<file path="src/rtl/i2c_cmd_master.sv">
module i2c_cmd_master #(
  parameter int CW = 16
) (
  input  logic          clk,
  input  logic          rst_n,
  input  logic          enable_req,
  output logic          en_status,
  input  logic          fast_mode,
  input  logic [6:0]    target_addr,
  input  logic [CW-1:0] std_hi_cnt,
  input  logic [CW-1:0] std_lo_cnt,
  input  logic [CW-1:0] fast_hi_cnt,
  input  logic [CW-1:0] fast_lo_cnt,
  input  logic [CW-1:0] sda_hold,
  input  logic          cmd_valid,
  output logic          cmd_ready,
  input  logic [10:0]   cmd_word,
  output logic          rx_valid,
  input  logic          rx_ready,
  output logic [7:0]    rx_data,
  output logic          busy,
  output logic [12:0]   abort_src,
  input  logic          abort_clr,
  output logic          scl_oe,
  input  logic          scl_in,
  output logic          sda_oe,
  input  logic          sda_in
);
  typedef enum logic [3:0] {IDLE, HOLD, START, RS_LO, RS_HI, B_LO, B_HI, PUSH, P_LO, P_HI, P_END} st_t;

  st_t st;
  logic [CW-1:0] tmr;
  logic [8:0]    sh;
  logic [3:0]    bidx;
  logic [9:0]    cq;
  logic          is_addr;

  wire [CW-1:0] hcnt = fast_mode ? fast_hi_cnt : std_hi_cnt;
  wire [CW-1:0] lcnt = fast_mode ? fast_lo_cnt : std_lo_cnt;
  wire h_end   = tmr == hcnt - CW'(1);
  wire l_end   = tmr == lcnt - CW'(1);
  wire at_hold = tmr == sda_hold;
  wire tx_byte = is_addr || !cq[8];

  assign busy      = st != IDLE;
  assign cmd_ready = en_status && (st == IDLE || st == HOLD);
  wire take = cmd_valid && cmd_ready;
  wire go   = take && st == IDLE && abort_src == '0;

  function automatic logic [8:0] load(input logic [9:0] c);
    load = c[8] ? {8'hFF, c[9]} : {c[7:0], 1'b1};
  endfunction

  always_ff @(posedge clk) begin
    if (!rst_n) begin
      st <= IDLE; tmr <= '0; sh <= '0; bidx <= '0; cq <= '0; is_addr <= 1'b0;
      scl_oe <= 1'b0; sda_oe <= 1'b0; en_status <= 1'b0;
      abort_src <= '0; rx_valid <= 1'b0; rx_data <= '0;
    end else begin
      tmr <= tmr + CW'(1);
      if (rx_valid && rx_ready) rx_valid <= 1'b0;
      if (abort_clr) abort_src <= '0;
      if (st == IDLE && !go) en_status <= enable_req;
      case (st)
        IDLE: if (go) begin
          cq <= cmd_word[9:0]; st <= START; sda_oe <= 1'b1; tmr <= '0;
        end
        HOLD: if (take) begin
          cq <= cmd_word[9:0]; tmr <= '0;
          if (cmd_word[10]) st <= RS_LO;
          else begin st <= B_LO; sh <= load(cmd_word[9:0]); bidx <= '0; is_addr <= 1'b0; end
        end
        START: if (h_end) begin
          st <= B_LO; scl_oe <= 1'b1; tmr <= '0;
          sh <= {target_addr, cq[8], 1'b1}; bidx <= '0; is_addr <= 1'b1;
        end
        RS_LO: begin
          if (at_hold) sda_oe <= 1'b0;
          if (l_end) begin st <= RS_HI; scl_oe <= 1'b0; tmr <= '0; end
        end
        RS_HI: if (h_end) begin st <= START; sda_oe <= 1'b1; tmr <= '0; end
        B_LO: begin
          if (at_hold) sda_oe <= ~sh[8];
          if (l_end) begin st <= B_HI; scl_oe <= 1'b0; tmr <= '0; end
        end
        B_HI: if (!scl_in) tmr <= '0;
        else if (h_end) begin
          sh <= {sh[7:0], sda_in}; bidx <= bidx + 4'd1; scl_oe <= 1'b1; tmr <= '0;
          if (tx_byte && bidx < 4'd8 && sh[8] && !sda_in) begin
            abort_src[12] <= 1'b1; scl_oe <= 1'b0; sda_oe <= 1'b0; st <= IDLE;
          end else if (bidx != 4'd8) st <= B_LO;
          else if (is_addr) begin
            if (sda_in) begin abort_src[0] <= 1'b1; st <= P_LO; end
            else begin st <= B_LO; sh <= load(cq); bidx <= '0; is_addr <= 1'b0; end
          end else if (cq[8]) st <= PUSH;
          else if (sda_in) begin abort_src[3] <= 1'b1; st <= P_LO; end
          else st <= cq[9] ? P_LO : HOLD;
        end
        PUSH: if (!rx_valid || rx_ready) begin
          rx_data <= sh[8:1]; rx_valid <= 1'b1; tmr <= '0;
          st <= cq[9] ? P_LO : HOLD;
        end
        P_LO: begin
          if (at_hold) sda_oe <= 1'b1;
          if (l_end) begin st <= P_HI; scl_oe <= 1'b0; tmr <= '0; end
        end
        P_HI:  if (h_end) begin st <= P_END; sda_oe <= 1'b0; tmr <= '0; end
        P_END: if (h_end) begin st <= IDLE; tmr <= '0; end
        default: st <= IDLE;
      endcase
    end
  end


  rx_hold_chk: assert property (@(posedge clk) disable iff (!rst_n)
    rx_valid && !rx_ready |=> rx_valid && $stable(rx_data));

  en_frozen_chk: assert property (@(posedge clk) disable iff (!rst_n)
    busy |=> $stable(en_status));

  off_idle_chk: assert property (@(posedge clk) disable iff (!rst_n)
    !en_status |-> !busy);

  abort_sticky_chk: assert property (@(posedge clk) disable iff (!rst_n)
    !abort_clr |=> ((abort_src & $past(abort_src)) == $past(abort_src)));

  arb_release_chk: assert property (@(posedge clk) disable iff (!rst_n)
    $rose(abort_src[12]) |-> !scl_oe && !sda_oe);
endmodule

</file>
<file path="config.mk">
export PLATFORM = sky130hd
export DESIGN_NAME = i2c_cmd_master
export DESIGN_NICKNAME = d
export VERILOG_FILES = /design/src/rtl/i2c_cmd_master.sv
export SDC_FILE = /design/constraint.sdc
export NUM_CORES = 1
export LEC_CHECK = 0
export BUFFER_PORTS_ARGS = -buffer_cell sky130_fd_sc_hd__buf_2
export CORE_ASPECT_RATIO = 1.2
export CORE_MARGIN = 2
export CORE_UTILIZATION = 38
export CTS_CLUSTER_SIZE = 10
export DETAILED_ROUTE_END_ITERATION = 7
export SYNTH_ARGS = -nofsm -noshare
export SYNTH_HDL_FRONTEND = slang
export SYNTH_SLANG_ARGS = --single-unit
</file>
<file path="constraint.sdc">
create_clock -name clk -period 13 [get_ports clk]
set_input_delay 3.9 -clock clk [delete_from_list [all_inputs] [get_ports clk]]
set_output_delay 3.9 -clock clk [all_outputs]
set_load 0.005 [all_outputs]
</file>
==> results of run 1 <==
registers in the layout, summed over array words and instances, names as in the netlist:
| name | cells |
|---|---|
| tmr | 16 |
| sda_oe | 1 |
| en_status | 1 |
| bidx | 4 |
| is_addr | 1 |
| st | 4 |
| abort_src | 3 |
| rx_data | 8 |
| scl_oe | 1 |
| cq | 10 |
| sh | 9 |
| rx_valid | 1 |
power breakdown:
group          total (mW)  switching (mW)  internal [mW]
Combinational       0.213           0.122         0.0912
Sequential          0.220          0.0267          0.193
Clock               0.211          0.0793          0.132
Total               0.644           0.228          0.416
per-stage QoR:
step                      total power [mW]  setup WS [ps]  hold slack (ps)
after global routing                 0.683           4800              489
after floorplan                      0.370           5710              451
final                                0.644           5130              459
after detailed placement             0.433           4890              456
after global placement               0.432           5060              447
after CTS                            0.645           5220              463
logic make-up (layout without fill, tap and decap cells):
| logic type | count (synthesis) | count (layout) | share of synthesized area |
|---|---|---|---|
| XOR/XNOR | 73 | 73 | 0.126 |
| buffers and inverters | 67 | 155 | 0.0601 |
| multiplexers | 58 | 58 | 0.117 |
| AO/OA/AOI/OAI | 130 | 130 | 0.173 |
| adder cells (fa/ha/maj) | 5 | 5 | 0.0123 |
| flip-flops | 59 | 59 | 0.233 |
| other | 1 | 10 | 0.000738 |
| AND/OR/NAND/NOR | 278 | 278 | 0.279 |
worst max-delay path, cell delays in order:
cell      delay (ps)
buf_2             80
buf_4            600
mux2i_1          370
ha_1             260
nor4bb_1         470
o221ai_1         290
or3_1            450
o22a_1           230
a21oi_1          240
nand4_1          600
a211o_1          480
a21oi_1          130
path summary, 6_finish.rpt:
path,from,to,cells after the start
worst max-delay path,fast_mode,bidx[0],12
worst min-delay path,sda_oe,sda_oe,2
worst max register to register,tmr[2],bidx[0],8
worst min register to register,sda_oe,sda_oe,2
per-layer routing:
layer	vias to the layer above	routed length [um]	track usage
li1	2600	-	-
met3	41	1130	0.0437
met5	-	16	0
met4	2	372	0.0759
met2	214	7520	0.375
met1	2458	6930	0.279
layout by cell type, fill, tap and decap left out, types with 4 or more instances in the layout:
cell type  instances
a211oi_1           7
a21oi_1           43
a31oi_1            6
and2_1             4
and3_1             6
buf_2            123
buf_4              4
clkbuf_16          9
conb_1            10
dfxtp_1           59
ha_1               5
inv_1             12
mux2_2             5
mux2i_1           52
nand2_1           54
nand2b_1           6
nand3_1           27
nand4_1           12
nor2_1            78
nor2b_1            6
nor3_1            38
o211ai_1          12
o21ai_0           15
o32ai_1            5
or3_1              8
or3b_2             5
or4_1              5
xnor2_1           50
xor2_1            23
area by class of cell:
type,instances,share of cell area
well taps,168,0.0352
inverters,13,0.00816
clock inverters,3,0.00251
multi-input cells,554,0.607
clock buffers,12,0.0412
repair buffers,127,0.108
flip-flops and latches,59,0.198
==> impl_metrics.json, run 1 <==
{
  "status": "completed",
  "power_density_nw_per_um2": 108,
  "avgSynthCellArea_um2": 7.57,
  "path_clk_slew_ps": 50,
  "cts_resized": 0,
  "drt-total-wl_um": 16000,
  "numCtsBuffers": 9,
  "leakage_nw": 2.42,
  "multiInputGateArea_um2": 3630,
  "yosysSeqAreaShare": 0.233,
  "worstMarginPinSlew_ps": 1170,
  "synth_area_um2": 5080,
  "end_kind": "flop",
  "cts.sinks": 59,
  "synth-main-ff-cell": "dfxtp_1",
  "grt_pass1_vias": 5051,
  "rsz0062_at_grt": "false",
  "arrival_ps": 8120,
  "ios": 134,
  "dp_hpwl_um": 12400,
  "syn_inst": 671,
  "die_h_um": 131,
  "fin_area_um2": 5980,
  "fmax_ghz": 0.127,
  "post_drt_wl_per_cell_um": 17.1,
  "yosys.cell_types.count": 71,
  "cts_tree": "yes",
  "period_share": 0.605,
  "initialDrtViolationCount": 382,
  "drt_pass1_iterations": 5,
  "hold_viol": 0,
  "place_inst": 921,
  "relSlewSlack": 0.212,
  "finalCriticalPeriod_ps": 7870,
  "hold_buffers": 0,
  "drc": 0,
  "setup_viol": 0,
  "io_buffers": 123,
  "yosys_register_bits": 59,
  "grt_antenna_before_repair": 1,
  "cts_buffer_depth": 2,
  "final.setup_skew_ps": 9.91,
  "clock_latency_ps": 330,
  "synth_top_cell_area_share": 0.233,
  "tns_ps": 0,
  "cp.required_ps": 13250,
  "ant_nets": 0,
  "vias": 5315,
  "overflow": 0,
  "holdCritPathClass": "flop to flop",
  "startpoint_type": "input pin",
  "synth_warnings": 0,
  "instances_no_fill": 936,
  "synth_common_cells": "78 x nor2_1, 59 x dfxtp_1, 54 x nand2_1",
  "grt_first_pass_wirelength_um": 24800,
  "h-tree-depth": 3,
  "rows": 46,
  "start_util": 0.387,
  "num_antenna_cells": 0,
  "cts_setup_buffers": 0,
  "dpl_cell_area_um2": 5720,
  "die-area_um2": 14300,
  "drive_above_1_share": 0.210,
  "track_usage": 0.221,
  "synth_most_common_cell": "nor2_1",
  "fin_util": 0.456,
  "ys_async_sr_fraction": 0,
  "r2r_setup_slack_ps": 9950,
  "grt_max_degree": 73,
  "syn2layout_area_growth_pct": 17.7,
  "gp_congestion": 0.985,
  "cts_root_buf": "clkbuf_16",
  "crit_type": "input pin to flop",
  "ff_latch_area_um2": 1180,
  "synthTopCellsByArea": "dfxtp_1 23%, mux2i_1 10%, xnor2_1 8.6%, nor2_1 5.8%, a21oi_1 4.2%",
  "synth_largest_area_cell": "dfxtp_1",
  "finalNetCount": 876,
  "vdd_drop_max_mv": 0.0845,
  "drv_slew": 0,
  "via_per_inst": 5.68,
  "fp.dieW_um": 110,
  "synth_edf_count": 0,
  "core-area_um2": 13100,
  "critPathMaxFanout": 72,
  "maxCapViolCount": 0,
  "n_fill_cell": 1323
}
Power figures use the tool's default switching activity.
==> run 2: changes to the inputs <==
==> constraint.sdc (replaced) <==
create_clock -name clk -period 7.2 [get_ports clk]
set_input_delay 2.16 -clock clk [delete_from_list [all_inputs] [get_ports clk]]
set_output_delay 2.16 -clock clk [all_outputs]
set_load 0.005 [all_outputs]
==> run 2 against run 1 <==
Clock power is 77% higher. Critical endpoint is now tmr[4]. Sequential share of layout area is essentially flat. Highest routed layer is now met4. Largest cell class unchanged. Global-route usage is 1.6 points higher.
==> impl_metrics.json, run 2 (same netlist as run 1, synthesis figures left out) <==
{
  "status": "completed",
  "drt-met1-wl_um": 7030,
  "drive_above_1_share": 0.208,
  "tns_ps": 0,
  "ant_nets": 0,
  "grt_antenna_before_repair": 0,
  "drc": 0,
  "setup_viol": 0,
  "holdCritPathClass": "flop to flop",
  "initialDrtViolationCount": 349,
  "hold_viol": 0,
  "cts_tree": "yes",
  "finalNetCount": 876,
  "cts.sinks": 59,
  "reg2regPathDepth": 8,
  "grt_max_degree": 45,
  "io_buffers": 123,
  "crit_type": "input pin to flop",
  "n_fill_cell": 1335,
  "leakage_nw": 2.41,
  "fp.dieW_um": 110,
  "grt_pass1_vias": 5233,
  "cts_resized": 0,
  "cts_setup_buffers": 0,
  "start_util": 0.387,
  "die_h_um": 131,
  "via_per_inst": 5.67,
  "maxCapViolCount": 0,
  "rsz0062_at_grt": "false",
  "vdd_drop_max_mv": 0.134,
  "route.met2.wl_um": 8120,
  "post_drt_wl_per_cell_um": 17.8,
  "dp_hpwl_um": 13100,
  "vias": 5312,
  "multiInputGateArea_um2": 3630,
  "power_density_nw_per_um2": 194,
  "die-area_um2": 14300,
  "syn2layout_area_growth_pct": 17.6,
  "r2r_setup_slack_ps": 4100,
  "cp.required_ps": 7390,
  "ff_latch_area_um2": 1180,
  "worstMarginPinSlew_ps": 1210,
  "fmax_ghz": 0.168,
  "clock_latency_ps": 330,
  "r2r_end": "bidx[0]",
  "fin_area_um2": 5970,
  "min_from": "sda_oe",
  "final_common_cell": "buf_2",
  "largest_reg_flops": 16,
  "dpl_cell_area_um2": 5720,
  "rows": 46,
  "critPathMaxFanout": 44,
  "hold_buffers": 0,
  "wl_met3_um": 949,
  "worstSetupStartpoint": "fast_mode",
  "startpoint_type": "input pin",
  "cts_buffer_depth": 2,
  "top_layer_used": "met4",
  "overflow": 0,
  "top_register": "tmr",
  "ios": 134,
  "h-tree-depth": 3,
  "finalCriticalPeriod_ps": 5940,
  "numCtsBuffers": 9,
  "layout_common_cells": "123 x buf_2, 78 x nor2_1, 59 x dfxtp_1",
  "reg2reg_from": "tmr[2]",
  "drv_slew": 0,
  "cts_root_buf": "clkbuf_16",
  "relSlewSlack": 0.188,
  "path_clk_slew_ps": 50,
  "drt-total-wl_um": 16700,
  "core-area_um2": 13100,
  "track_usage": 0.237,
  "num_antenna_cells": 0,
  "end_kind": "flop",
  "period_share": 0.825,
  "drt_pass1_iterations": 5,
  "gp_congestion": 0.954,
  "final.setup_skew_ps": 9.29,
  "reg_top3": "tmr (16), cq (10), sh (9)",
  "endpoint": "tmr[4]",
  "arrival_ps": 6120,
  "grt_first_pass_wirelength_um": 26300,
  "fin_util": 0.455
}
run 2: worst max-delay path, cell delays in order:
cell and delay, ps:
buf_2 420, buf_4 520, mux2i_1 350, ha_1 260, nor4bb_1 380, o22ai_1 210
a2111oi_0 360, o21bai_1 170, o2111a_1 200, a41oi_1 260, o31ai_4 710, nor2_1 110
run 2: worst min path at each step:
stage,endpoint,slack [ps],cells after the start
3_3_place_gp,scl_oe,450,1
3_5_place_dp,sda_oe,460,2
4_1_cts,sda_oe,460,2
6_report,sda_oe,460,2
5_1_grt,scl_oe,490,1
2_1_floorplan,sda_oe,450,2
run 2: per-stage QoR:
stage	hold slack, ps	power (mW)	setup slack [ps]	std cells
after floorplan	451	0.667	1650	680
after global placement	447	0.781	1170	921
after detailed placement	455	0.785	949	921
after CTS	463	1.16	1280	937
after global routing	486	1.23	784	937
final	457	1.16	1260	937
run 2: cell type report:
cell class / instances / area share
repair buffers: 127 / 0.108
multi-input cells: 554 / 0.608
well taps: 168 / 0.0352
clock buffers: 13 / 0.0402
flip-flops and latches: 59 / 0.198
inverters: 13 / 0.00817
clock inverters: 3 / 0.00251
run 2: report_power, final:
part	internal [mW]	total (mW)	switching, mW
sequential	0.349	0.397	0.0478
clock	0.231	0.373	0.143
combinational	0.165	0.386	0.221
total	0.744	1.16	0.412
run 2: per-layer routing:
metal / track usage / vias to the layer above
met4: 0.106 / 0
met2: 0.418 / 193
met5: 0 / -
met3: 0.0362 / 42
li1: - / 2595
met1: 0.282 / 2482
